$ cat src/rtl/afifo_burst_req.sv
module afifo_burst_req #(
  parameter int DEPTH = 8,
  parameter int LIMW  = 4,
  localparam int LVLW = $clog2(DEPTH + 1),
  localparam int SUMW = (LVLW > LIMW ? LVLW : LIMW) + 1
) (
  input  logic            clk,
  input  logic            rst_n,
  input  logic [LIMW-1:0] limit,
  input  logic            mask_en,
  input  logic [LVLW-1:0] tx_level,
  input  logic            tx_push,
  input  logic [LVLW-1:0] rx_level,
  input  logic            rx_pop,
  input  logic            clr_tx,
  input  logic            clr_rx,
  output logic            tx_req,
  output logic            rx_req,
  output logic            tx_stat,
  output logic            rx_stat,
  output logic            irq
);

  logic [LIMW-1:0] tx_cnt, rx_cnt;
  logic            tx_busy, rx_busy;
  logic [SUMW-1:0] tx_sum;

  wire lim_ok  = (limit != '0);
  assign tx_sum = SUMW'(tx_level) + SUMW'(limit);
  wire tx_cond = lim_ok && (tx_sum <= SUMW'(DEPTH));
  wire rx_cond = lim_ok && (SUMW'(rx_level) >= SUMW'(limit));
  wire tx_fire = mask_en && tx_cond && !tx_busy;
  wire rx_fire = mask_en && rx_cond && !rx_busy;

  assign irq = mask_en && (tx_stat || rx_stat);

  always_ff @(posedge clk) begin
    if (!rst_n) begin
      tx_req  <= 1'b0;
      tx_busy <= 1'b0;
      tx_cnt  <= '0;
      tx_stat <= 1'b0;
    end else begin
      tx_req  <= tx_fire;
      tx_stat <= tx_cond || (tx_stat && !clr_tx);
      if (tx_fire) begin
        tx_busy <= 1'b1;
        tx_cnt  <= limit;
      end else if (tx_busy && tx_push) begin
        tx_cnt <= tx_cnt - 1'b1;
        if (tx_cnt == LIMW'(1)) tx_busy <= 1'b0;
      end
    end
  end

  always_ff @(posedge clk) begin
    if (!rst_n) begin
      rx_req  <= 1'b0;
      rx_busy <= 1'b0;
      rx_cnt  <= '0;
      rx_stat <= 1'b0;
    end else begin
      rx_req  <= rx_fire;
      rx_stat <= rx_cond || (rx_stat && !clr_rx);
      if (rx_fire) begin
        rx_busy <= 1'b1;
        rx_cnt  <= limit;
      end else if (rx_busy && rx_pop) begin
        rx_cnt <= rx_cnt - 1'b1;
        if (rx_cnt == LIMW'(1)) rx_busy <= 1'b0;
      end
    end
  end

  AST_TX_PULSE: assert property (@(posedge clk) disable iff (!rst_n) tx_req |=> !tx_req);
  AST_RX_PULSE: assert property (@(posedge clk) disable iff (!rst_n) rx_req |=> !rx_req);
  AST_TX_MASKED: assert property (@(posedge clk) disable iff (!rst_n) tx_req |-> $past(mask_en));
  AST_RX_MASKED: assert property (@(posedge clk) disable iff (!rst_n) rx_req |-> $past(mask_en));
  AST_RX_NONZERO: assert property (@(posedge clk) disable iff (!rst_n) rx_req |-> $past(limit) != '0);
  AST_RX_HOLDOFF: assert property (@(posedge clk) disable iff (!rst_n) (rx_busy && !rx_pop) |=> !rx_req);
  AST_TX_HOLDOFF: assert property (@(posedge clk) disable iff (!rst_n) (tx_busy && !tx_push) |=> !tx_req);
  AST_RX_STICKY: assert property (@(posedge clk) disable iff (!rst_n) (rx_stat && !clr_rx) |=> rx_stat);
  AST_TX_STICKY: assert property (@(posedge clk) disable iff (!rst_n) (tx_stat && !clr_tx) |=> tx_stat);
  AST_IRQ_GATED: assert property (@(posedge clk) disable iff (!rst_n) irq |-> mask_en);

endmodule

$ cat config.mk
export PLATFORM = sky130hd
export DESIGN_NAME = afifo_burst_req
export DESIGN_NICKNAME = d
export VERILOG_FILES = /design/src/rtl/afifo_burst_req.sv
export SDC_FILE = /design/constraint.sdc
export NUM_CORES = 1
export LEC_CHECK = 0
export BUFFER_PORTS_ARGS = -buffer_cell sky130_fd_sc_hd__buf_4
export CORE_MARGIN = 3
export CORE_UTILIZATION = 55
export CTS_CLUSTER_SIZE = 20
export DETAILED_ROUTE_END_ITERATION = 16
export PLACE_DENSITY = 0.81
export SLEW_MARGIN = 20
export SYNTH_ARGS = -nofsm -noshare
export SYNTH_HDL_FRONTEND = slang
export SYNTH_SLANG_ARGS = --single-unit
$ cat constraint.sdc
create_clock -name clk -period 3.75 [get_ports clk]
set_input_delay 0.1875 -clock clk [delete_from_list [all_inputs] [get_ports clk]]
set_output_delay 0.1875 -clock clk [all_outputs]
set_load 0.1 [all_outputs]
---- Word-level counts from Yosys, hierarchy flattened ----
Cells that the tools add are included.
storage, ports and cells
  flip-flop bits (word level) ............. 14
  memories kept ........................... 0
  logic and storage cells ................. 50
  memory bits (read-only) ................. 0
  latch bits .............................. 0
  memory bits (writable) .................. 0
  input bits .............................. 19
cells by class
  bitwise logic cells ..................... 0
  equal/unequal tests ..................... 2
  add/sub/neg operators ................... 3
  muxes and demuxes ....................... 10
  divide/modulo/power cells ............... 0
  $lt $le $gt $ge ......................... 2
  shift-type cells ........................ 0
  multiply operators ...................... 0
  reduce and logical (&&, ||, !) cells .... 25
operator list
  kind                   number
  $mux W4                4
  $logic_and A1 B1 Y1    11
  $eq A4 B1 Y1 const B   2
  $reduce_bool A2 Y1     4
  $sub A4 B1 Y4 const B  2
  $mux W1                6
  $add A4 B4 Y5          1
  $le A5 B4 Y1 const B   1
  $ge A4 B4 Y1           1
  $logic_not A1 Y1       4
  $reduce_and A2 Y1      2
  $reduce_bool A4 Y1     1
  $logic_or A1 B1 Y1     3

---- Depth between registers and ports, before layout ----
  depth after elaboration ................. 7
  gate-level depth with buffers ........... 8
  gate-level depth less buffers ........... 7

---- Worst setup path after synthesis ----
OpenSTA, ideal clock, no wires.
  kind .................................... register -> output
  start point ............................. register tx_stat
  end point ............................... output irq
  buffers on the path ..................... 0
  path slack .............................. 1.758 ns
  cell stages (with the launch flop) ...... 2
  data required time ...................... 3.562 ns
  arrival time ............................ 1.804 ns
  cell sequence ........................... dfxtp_1 > o21a_1
between the ends
  longest elaborated chain between the ends .. 2
ends and longest elaborated chain
  item                      line  text
  start: declaration        19    output logic tx_stat,
  start signal: assignment  45    tx_stat <= tx_cond || (tx_stat && !clr_tx);
  $logic_or A1 B1 Y1        35    assign irq = mask_en && (tx_stat || rx_stat);
  $logic_and A1 B1 Y1       35
  end: declaration          21    output logic irq
Every way passes these cells.

---- Worst setup path after layout ----
  start point ............................. input limit[0]
  end point ............................... register tx_busy
between the ends
  longest elaborated chain between the ends .. 7
  elaborated cells between the ends (all ways) .. 10
ends and longest elaborated chain
  item                                   line  text
  start: declaration                     9     input logic [LIMW-1:0] limit,
  $add A4 B4 Y5                          29    assign tx_sum = SUMW'(tx_level) + SUMW'(limit);
  $le A5 B4 Y1                           30    wire tx_cond = lim_ok && (tx_sum <= SUMW'(DEPTH));
  $logic_and A1 B1 Y1 (*)                30
  $logic_and A1 B1 Y1 (*) (2 in series)  32    wire tx_fire = mask_en && tx_cond && !tx_busy;
  $reduce_bool A2 Y1 (no line)           -
  $reduce_and A2 Y1 (no line)            -
  end signal: assignment                 40    tx_busy <= 1'b0;
  end signal: assignment                 47    tx_busy <= 1'b1;
  end signal: assignment                 51    if (tx_cnt == LIMW'(1)) tx_busy <= 1'b0;
  end: declaration                       25    logic tx_busy, rx_busy;
Mark *: on every way between the ends. The rest lies on a longest branch, timed or not.
A chain may end at the register's enable or synchronous reset.

==> results.sh <==
export IMPL_status="finished clean"
export IMPL_fmax_mhz=482
export IMPL_hold_buffers=0
export IMPL_drtIter0Drc=28
export IMPL_drive_above_1_share_pct=19.9
export IMPL_synthFlopType="dfxtp_1"
export IMPL_async_flop_share_pct=0
export IMPL_final_hold_viol_count=0
export IMPL_final_seq_area_um2=280
export IMPL_cts_made_buffers=3
export IMPL_antenna_found_initial=0
export IMPL_grt_usage_pct=21.3
export IMPL_postSynthAreaPerCell_um2=8.48
export IMPL_grt_pass1_wl_um=3940
export IMPL_synth_cell_types=35
export IMPL_portBuffers=23
export IMPL_ys_ff_latch=14
export IMPL_viasPerCell=5.48
export IMPL_startpoint_type="primary input"
export IMPL_setup_violations=0
export IMPL_wire_per_inst_um=14.0
export IMPL_clkTransAtPathRegs_ns=0.08
export IMPL_rsz0062_at_grt="false"
export IMPL_maxCapViolations=0
export IMPL_initial_core_util_pct=63.0
export IMPL_die_w_um=49.2
export IMPL_gp_congestion=0.872
export IMPL_vias=931
export IMPL_htree_levels=1
export IMPL_min_period_ns=2.07
export IMPL_fin_worst_skew_ns=0.000784
export IMPL_grt_max_degree=14
export IMPL_tns_ns=0
export IMPL_coreArea_um2=1630
export IMPL_netlist_area_um2=1030
export IMPL_io_pins=24
export IMPL_ys_warn_count=0
export IMPL_fill_cells=126
export IMPL_post_cts_setup_buffer_count=0
export IMPL_ys_seq_area_share_pct=27.3
export IMPL_clk_latency_ns=0.29
export IMPL_dp_final_hpwl_um=1980
export IMPL_crit_required_ns=3.94
export IMPL_syn_to_final_growth_pct=22.4
export IMPL_leakage_uw=0.000544
export IMPL_multi_input_area_um2=699
export IMPL_cts_root_buf="clkbuf_4"
export IMPL_num_rows=14
export IMPL_syn_num_nets=153
export IMPL_grt_overflow=0
export IMPL_dieArea_um2=2420
export IMPL_critPathArrivalTime_ns=2.26
export IMPL_drv_slew=0
export IMPL_fin_crit_sh_pct=55.3
export IMPL_routed_wl_um=2370
export IMPL_cts_path_max_buffers=2
export IMPL_cts_tree="yes"
export IMPL_diodes=0
export IMPL_synthCells=121
export IMPL_crit_fanout=6
export IMPL_tightest_slew_ns=0.762
export IMPL_antenna_left=0
export IMPL_layout_nets=179
export IMPL_die_y_um=49.2
export IMPL_slew_headroom_pct=48.9
export IMPL_cts_sinks=14
export IMPL_grt_pass1_vias=934
export IMPL_cp_end_kind="flop"
export IMPL_cts_resized=0
export IMPL_worst_hold_slack_ns=0.202
export IMPL_power_density_nw_per_um2=373
export IMPL_first_pass_iters=4
export IMPL_path_class="primary input to flop"
export IMPL_holdCritPathClass="primary input to flop"
export IMPL_drc=0
export IMPL_synth_edf_count=0
export IMPL_peakVddDrop_v=0.000374
registers in the layout (all words and copies together), names as in the netlist:
name     flops
rx_cnt       4
tx_cnt       4
rx_busy      1
rx_req       1
rx_stat      1
tx_busy      1
tx_req       1
tx_stat      1
worst paths after layout:
kind | startpoint | endpoint | slack (ns) | cells past startpoint
hold reg to reg | tx_cnt[1] | tx_cnt[1] | 0.51 | 2
setup reg to reg | tx_cnt[0] | tx_cnt[2] | 2.42 | 7
hold / removal | limit[3] | rx_cnt[3] | 0.20 | 3
setup / recovery | limit[0] | tx_busy | 1.68 | 8
area by class of cell:
cell class	count	share of cell area [%]
Timing Repair Buffer	23	13.7
Sequential cell	14	22.3
Inverter	10	2.99
Multi-Input combinational cell	95	55.7
Clock buffer	4	2.89
Tap cell	24	2.39
critical path, cell delays in order:
cell	delay (ns)
buf_4	0.13
ha_1	0.22
fa_1	0.50
or3_1	0.15
a21oi_1	0.05
a311oi_1	0.61
nor2_1	0.19
o21a_1	0.23
layer usage:
layer | global-route usage (%) | share of wire, % | up-vias
met3 | 7.65 | 7.2 | 6
met2 | 34.4 | 46 | 36
li1 | - | - | 486
met4 | 5.69 | 1.5 | 0
met1 | 26.6 | 46 | 403
met5 | 0 | 0 | -
where the power goes:
group          internal (uW)  switching (uW)  leakage, uW
logic                   72.6             103     0.000408
clock network           59.2            50.6    0.0000210
registers                166            17.1     0.000115
cells in the mapped netlist (all sizes together) (2+ instances only):
master	instances	share of area, %
a21oi	8	3.9
inv	10	3.7
o22ai	2	1.2
dfxtp	14	27
o211a	2	2.0
ha	12	15
a31oi	4	2.4
nand3	4	2.0
xnor2	5	4.3
nor4	2	1.2
nor3	2	0.98
and2	2	1.2
o21a	3	2.2
nand2b	3	1.8
mux2i	5	4.9
o31a	2	1.7
nand2	18	6.6
or3	2	1.2
nor2	5	1.8
cells by family (layout without fill, tap and decap cells):
| family | Yosys count | after routing | synth area share [%] |
|---|---|---|---|
| xor+xnor | 6 | 6 | 5.12 |
| fa+ha+maj | 13 | 13 | 16.6 |
| buf+inv | 12 | 37 | 4.51 |
| simple gates | 43 | 43 | 20.7 |
| mux | 5 | 5 | 4.88 |
| compound gates | 28 | 28 | 20.9 |
| flops | 14 | 14 | 27.3 |
metrics by stage:
step | worst slack, ns | power, uW | instance area (um2) | util (%) | cells
after detailed placement | 1.41 | 360 | 1220 | 74.9 | 166
after global placement | 1.56 | 355 | 1220 | 74.9 | 166
after CTS | 1.70 | 470 | 1260 | 77.1 | 170
after floorplan | 1.76 | 312 | 1030 | - | 121
after global routing | 1.58 | 496 | 1260 | 77.1 | 170
final | 1.68 | 468 | 1260 | 77.1 | 170
cell usage in the layout (no fill, tap or decap):
cell       netlist  layout
dfxtp_1         14      14
a2111oi_4        1       1
a311oi_1         1       1
a21oi_1          8       8
a21o_1           1       1
or3_1            2       2
nand3_1          4       4
nor2b_1          1       1
o31a_1           2       2
o21ai_0          1       1
nand3b_1         1       1
nand2b_1         3       3
a31oi_1          4       4
nor4b_1          1       1
o22ai_1          2       2
mux2i_1          5       5
or4_1            1       1
o21a_1           3       3
nand2_1         18      18
nor2_1           5       5
nor3_1           2       2
a311o_1          1       1
ha_1            12      12
o211a_1          2       2
and2_1           2       2
xor2_1           1       1
buf_4            0      23
fa_1             1       1
inv_1           10      10
a211o_2          1       1
and4b_1          1       1
xnor2_1          5       5
clkbuf_8         0       1
clkbuf_4         0       3
nor4_1           2       2
a211oi_1         1       1
Note: power is estimated with default switching activity, not from simulation.
